[src/rtl/fsg_pkg.sv]
package fsg_pkg;
    localparam int DEF_WIDTH = 30;
    localparam logic [DEF_WIDTH-1:0] DEF_TAPS = 30'h0000_0053;

    typedef enum logic [1:0] {
        CHK_NONE = 2'd0,
        CHK_PASS = 2'd1,
        CHK_FAIL = 2'd2
    } chk_e;

    typedef struct packed {
        logic retire;
        logic jump;
        logic clear;
    } evt_t;
endpackage

[src/rtl/fsg_fold.sv]
module fsg_fold #(
    parameter int WIDTH = fsg_pkg::DEF_WIDTH,
    parameter logic [WIDTH-1:0] TAPS = fsg_pkg::DEF_TAPS
) (
    input  logic [WIDTH-1:0] cur_i,
    input  logic [WIDTH-1:0] word_i,
    output logic [WIDTH-1:0] folded_o
);
    logic             msb;
    logic [WIDTH-1:0] stepped;

    assign msb = cur_i[WIDTH-1];

    for (genvar b = 0; b < WIDTH; b++) begin : g_bit
        if (b == 0) begin : g_lsb
            assign stepped[b] = TAPS[b] & msb;
        end else begin : g_upper
            assign stepped[b] = cur_i[b-1] ^ (TAPS[b] & msb);
        end
    end

    assign folded_o = stepped ^ word_i;
endmodule

[src/rtl/fsg_sig_reg.sv]
module fsg_sig_reg #(
    parameter int WIDTH = fsg_pkg::DEF_WIDTH
) (
    input  logic             clk,
    input  logic             rst,
    input  fsg_pkg::evt_t    evt_i,
    input  logic [WIDTH-1:0] d_i,
    output logic [WIDTH-1:0] q_o
);
    always_ff @(posedge clk) begin
        if (rst || evt_i.clear) begin
            q_o <= '0;
        end else if (evt_i.retire) begin
            q_o <= d_i;
        end
    end

    p_hold_r3: assert property (@(posedge clk) disable iff (rst)
        (!evt_i.retire && !evt_i.clear) |=> $stable(q_o));

    p_clear_sig_r8: assert property (@(posedge clk) disable iff (rst)
        evt_i.clear |=> (q_o == '0));
endmodule

[src/rtl/fsg_chunk_mon.sv]
module fsg_chunk_mon #(
    parameter bit HALT_EN = 1'b1
) (
    input  logic          clk,
    input  logic          rst,
    input  fsg_pkg::evt_t evt_i,
    input  logic          folded_zero_i,
    output logic          fault_o,
    output logic          halt_req_o,
    output logic          dummy_next_o
);
    import fsg_pkg::*;

    chk_e chk;

    always_comb begin
        chk = CHK_NONE;
        if (evt_i.retire && evt_i.jump && !evt_i.clear) begin
            chk = folded_zero_i ? CHK_PASS : CHK_FAIL;
        end
    end

    assign halt_req_o = HALT_EN && (chk == CHK_FAIL);

    always_ff @(posedge clk) begin
        if (rst || evt_i.clear) begin
            fault_o      <= 1'b0;
            dummy_next_o <= 1'b0;
        end else begin
            if (chk == CHK_FAIL) begin
                fault_o <= 1'b1;
            end
            if (evt_i.retire) begin
                dummy_next_o <= evt_i.jump;
            end
        end
    end

    p_fault_sticky_r6: assert property (@(posedge clk) disable iff (rst)
        (fault_o && !evt_i.clear) |=> fault_o);

    p_halt_sets_fault_r4: assert property (@(posedge clk) disable iff (rst)
        halt_req_o |=> fault_o);

    p_dummy_after_jump_r7: assert property (@(posedge clk) disable iff (rst)
        (evt_i.retire && evt_i.jump && !evt_i.clear) |=> dummy_next_o);

    p_dummy_drops_r7: assert property (@(posedge clk) disable iff (rst)
        (evt_i.retire && !evt_i.jump) |=> !dummy_next_o);

    p_clear_flags_r8: assert property (@(posedge clk) disable iff (rst)
        evt_i.clear |=> (!fault_o && !dummy_next_o));
endmodule

[src/rtl/fetch_sig_guard.sv]
module fetch_sig_guard #(
    parameter int WIDTH = fsg_pkg::DEF_WIDTH,
    parameter logic [WIDTH-1:0] TAPS = fsg_pkg::DEF_TAPS,
    parameter bit HALT_EN = 1'b1
) (
    input  logic             clk,
    input  logic             rst,
    input  logic             clr_i,
    input  logic             retire_i,
    input  logic [WIDTH-1:0] word_i,
    input  logic             jump_i,
    output logic [WIDTH-1:0] sig_o,
    output logic             fault_o,
    output logic             halt_req_o,
    output logic             dummy_next_o
);
    import fsg_pkg::*;

    evt_t             evt;
    logic [WIDTH-1:0] folded;
    logic             folded_zero;

    assign evt.retire  = retire_i;
    assign evt.jump    = jump_i;
    assign evt.clear   = clr_i;
    assign folded_zero = (folded == '0);

    fsg_fold #(.WIDTH(WIDTH), .TAPS(TAPS)) u_fold (
        .cur_i    (sig_o),
        .word_i   (word_i),
        .folded_o (folded)
    );

    fsg_sig_reg #(.WIDTH(WIDTH)) u_sig (
        .clk   (clk),
        .rst   (rst),
        .evt_i (evt),
        .d_i   (folded),
        .q_o   (sig_o)
    );

    fsg_chunk_mon #(.HALT_EN(HALT_EN)) u_mon (
        .clk           (clk),
        .rst           (rst),
        .evt_i         (evt),
        .folded_zero_i (folded_zero),
        .fault_o       (fault_o),
        .halt_req_o    (halt_req_o),
        .dummy_next_o  (dummy_next_o)
    );

    p_zero_stays_r9: assert property (@(posedge clk) disable iff (rst)
        (retire_i && !clr_i && sig_o == '0 && word_i == '0) |=> (sig_o == '0));

    p_pass_keeps_fault_r5: assert property (@(posedge clk) disable iff (rst)
        (retire_i && jump_i && !clr_i && !fault_o && folded_zero) |=> !fault_o);
endmodule

[config.mk]
export PLATFORM = sky130hd
export DESIGN_NAME = fetch_sig_guard
export DESIGN_NICKNAME = d
export VERILOG_FILES = /design/src/rtl/fsg_pkg.sv /design/src/rtl/fsg_fold.sv /design/src/rtl/fsg_sig_reg.sv /design/src/rtl/fsg_chunk_mon.sv /design/src/rtl/fetch_sig_guard.sv
export SDC_FILE = /design/constraint.sdc
export NUM_CORES = 1
export LEC_CHECK = 0
export BUFFER_PORTS_ARGS = -buffer_cell sky130_fd_sc_hd__buf_4
export CAP_MARGIN = 20
export CORE_ASPECT_RATIO = 0.5
export CORE_MARGIN = 2
export CORE_UTILIZATION = 42
export DETAILED_ROUTE_END_ITERATION = 10
export GPL_TIMING_DRIVEN = 0
export PLACE_DENSITY = 0.75
export RECOVER_POWER = 100
export SYNTH_ARGS = -nofsm -noshare
export SYNTH_HDL_FRONTEND = slang
export SYNTH_SLANG_ARGS = --single-unit
[constraint.sdc]
create_clock -name clk -period 1.3 [get_ports clk]
set_input_delay 0.195 -clock clk [delete_from_list [all_inputs] [get_ports clk]]
set_output_delay 0.195 -clock clk [all_outputs]
set_load 0.05 [all_outputs]
==> impl_metrics.sql <==
INSERT INTO impl_metrics (metric_group, metric, value, unit) VALUES
('power_and_ir_drop', 'worst_vdd_ir', '476', 'uV'),
('floorplanning', 'chipWidth', '88.8', 'um'),
('finish', 'layout_commonest_cell', 'sky130_fd_sc_hd__buf_4', ''),
('global_route', 'grt_antenna_before_repair', '0', ''),
('timing', 'timing.final.crit_share', '1.58', ''),
('clock_tree', 'cts-buffers-inserted', '5', ''),
('detailed_routing', 'vias_per_cell', '4.63', ''),
('hold_path', 'hold_path_startpoint', 'word_i[18]', ''),
('detailed_routing', 'route.vias.total', '1323', ''),
('timing', 'timing.setup.tns', '-1050', 'ps'),
('floorplanning', 'floorplan.die_area', '4120', 'sq um'),
('yosys', 'synthesis.yosys.warnings', '0', ''),
('setup_path', 'required', '1110', 'ps'),
('yosys', 'yosysUniqueCellTypes', '20', ''),
('power_and_ir_drop', 'totalPowerFinal', '2420', 'uW'),
('placed_design', 'detailed_placement_wirelength_estimate', '2970', 'um'),
('setup_path', 'cp-end-kind', 'primary output', ''),
('clock_tree', 'clock-root-buffer', 'sky130_fd_sc_hd__clkbuf_8', ''),
('setup_path', 'critical_path.top_delay_family', 'simple AND/OR/NAND/NOR gates', ''),
('timing', 'holdWs', '221', 'ps'),
('global_route', 'grt.total_usage', '0.205', ''),
('timing', 'final-max-slew-violation-count', '0', ''),
('yosys', 'avg_cell_area_syn', '9.75', 'sq um'),
('clock_tree', 'htreeDepth', '2', ''),
('floorplanning', 'core_area', '3430', 'sq um'),
('placed_design', 'gp_congestion', '0.768', ''),
('setup_path', 'slowest_delay', '350', 'ps'),
('clock_tree', 'clock_tree_from_tritoncts', 'done', ''),
('timing', 'max-slew-margin-rel', '0.650', ''),
('placed_design', 'buffer_ports.inserted', '66', ''),
('finish', 'antenna_cells_inserted', '0', ''),
('clock_tree', 'numClockSinks', '32', ''),
('setup_path', 'arr_time_crit_path', '1850', 'ps'),
('setup_path', 'timing.critical_path.slowest_stage_cell', 'sky130_fd_sc_hd__nor4_4', ''),
('run_status', 'failed_checks', 'negative setup slack', ''),
('setup_path', 'worstPathCellList', 'xor2_2 > nor4_1 > nand4_1 > nor4_4 > nor3_4 > buf_6', ''),
('power_and_ir_drop', 'power_per_cell_area', '1050', 'nW/um^2'),
('yosys', 'synth_fp_nets', '190', ''),
('clock_tree', 'clkTransAtPathRegs', '70', 'ps'),
('global_route', 'grt_start_max_net_pins', '11', ''),
('clock_tree', 'clock_insertion_delay_worst_skew', '290', 'ps'),
('detailed_routing', 'dr.first_iter.drc_count', '50', ''),
('finish', 'final_net_count', '269', ''),
('timing', 'least_margin_pin_slew', '524', 'ps'),
('yosys', 'post-synth-top-area-fraction', '0.424', ''),
('detailed_routing', 'post_drt_wl_per_cell', '13.9', 'um'),
('finish', 'most-common-layout-cells', 'sky130_fd_sc_hd__buf_4 (39), sky130_fd_sc_hd__nor2_1 (32), sky130_fd_sc_hd__clkbuf_2 (32)', ''),
('clock_tree', 'cts.hold.buffers_added', '0', ''),
('timing', 'report.final.setup_viol', '2', ''),
('finish', 'areaGrowthSynthToFinish', '52.3', '%'),
('floorplanning', 'die_y', '46.4', 'um'),
('hold_path', 'timing.hold.worst.class', 'primary input to flip-flop', ''),
('clock_tree', 'cts-root-to-sink-buffers', '2', ''),
('timing', 'final_hold_viol_count', '0', ''),
('run_status', 'outcome', 'finished with violations', ''),
('global_route', 'grt_first_pass_wirelength', '5980', 'um'),
('yosys', 'post_synth_instance_area', '1510', 'sq um'),
('setup_path', 'worstReg2RegStart', 'u_sig.q_o[4]', ''),
('detailed_routing', 'totalWireLength', '3970', 'um'),
('setup_path', 'critPathMaxFanout', '2', ''),
('run', 'max_capacitance_violation_total', '0', ''),
('yosys', 'synthCells', '155', ''),
('setup_path', 'crit_buf_inv', '1', ''),
('yosys', 'yosys-top-cells-area', 'sky130_fd_sc_hd__dfxtp_1 (42%), sky130_fd_sc_hd__mux2i_1 (18%), sky130_fd_sc_hd__xor2_1 (16%), sky130_fd_sc_hd__nor2_1 (7.9%), sky130_fd_sc_hd__xnor2_1 (2.9%)', ''),
('finish', 'multi_input_comb_area', '942', 'sq um'),
('timing', 'fin_crit', '2050', 'ps'),
('yosys', 'synth_seq_area_share', '0.424', ''),
('timing', 'layout_setup_ws', '-749', 'ps'),
('finish', 'layout.filler_cells', '313', ''),
('floorplanning', 'row_count', '15', ''),
('detailed_routing', 'final_antenna_net_count', '0', '');
cell usage after synthesis:
library cell / number
sky130_fd_sc_hd__inv_1: 1
sky130_fd_sc_hd__buf_2: 4
sky130_fd_sc_hd__dfxtp_1: 32
sky130_fd_sc_hd__mux2i_1: 27
sky130_fd_sc_hd__nor4_1: 4
sky130_fd_sc_hd__o211ai_1: 1
sky130_fd_sc_hd__or2_1: 1
sky130_fd_sc_hd__nor4_2: 3
sky130_fd_sc_hd__a21oi_1: 1
sky130_fd_sc_hd__nand3_1: 1
sky130_fd_sc_hd__nand2b_1: 1
sky130_fd_sc_hd__nor3_1: 2
sky130_fd_sc_hd__nand2_1: 1
sky130_fd_sc_hd__a211oi_1: 4
sky130_fd_sc_hd__nand4_1: 1
sky130_fd_sc_hd__clkbuf_1: 5
sky130_fd_sc_hd__xor2_1: 28
sky130_fd_sc_hd__nor2_1: 32
sky130_fd_sc_hd__and3_1: 1
sky130_fd_sc_hd__xnor2_1: 5
through the flow:
| stage | area [sq um] | util | worst slack (ps) | cells |
|---|---|---|---|---|
| after floorplan | 1620 | - | -417 | 155 |
| after global placement | 2180 | 0.635 | -643 | 272 |
| after detailed placement | 2180 | 0.635 | -680 | 272 |
| after CTS | 2370 | 0.690 | -751 | 286 |
| after global routing | 2300 | 0.670 | -840 | 286 |
| final | 2300 | 0.670 | -749 | 286 |
final cells by class:
type / instances / share of cell area
flip-flops and latches: 32 / 0.305
multi-input cells: 113 / 0.409
well taps: 51 / 0.0277
repair buffers: 72 / 0.200
plain buffers: 9 / 0.0174
inverters: 1 / 0.00163
clock buffers: 8 / 0.0391
worst paths after layout:
| check | to | cells past startpoint | slack, ps |
|---|---|---|---|
| max | halt_req_o | 6 | -750 |
| min reg2reg | u_mon.dummy_next_o | 2 | 480 |
| max reg2reg | u_mon.fault_o | 5 | -300 |
| min | u_sig.q_o[18] | 3 | 220 |
power by group:
group          switching, uW  internal [uW]
logic                    346            218
clock network            374            432
registers               36.0           1010
sequential cells by signal (all words and copies together), names as in the netlist:
| signal | count |
|---|---|
| u_sig.q_o | 30 |
| u_mon.dummy_next_o | 1 |
| u_mon.fault_o | 1 |
layer usage:
layer | up-vias | GRT usage | wire length (um)
li1 | 670 | - | -
met1 | 604 | 0.272 | 1850
met2 | 45 | 0.324 | 1800
met3 | 4 | 0.0699 | 284
met4 | 0 | 0.0545 | 36
met5 | - | 0 | 0
kinds of logic after synthesis:
family | Yosys count | synth area share
AOI/OAI and AO/OA | 6 | 0.0281
and+or+nand+nor | 47 | 0.150
DFF | 32 | 0.424
buffers and inverters | 10 | 0.0281
muxes | 27 | 0.179
xor gates and xnor gates | 33 | 0.191
worst reg2reg max path, stage by stage, from the launching register on:
cell,delay [ps]
sky130_fd_sc_hd__dfxtp_2,340
sky130_fd_sc_hd__xor2_2,160
sky130_fd_sc_hd__nor4_1,300
sky130_fd_sc_hd__nand4_1,190
sky130_fd_sc_hd__nor4_4,350
sky130_fd_sc_hd__a211oi_1,120
timing repair:
item | in CTS | in global routing
setup buffers | 6 | 0
pin swaps | 11 | 3
endpoints found under the setup margin | 2 | 2
resized for setup | 8 | 3
endpoints found under the hold margin | 0 | 0
Note: power is estimated with default switching activity, not from simulation.
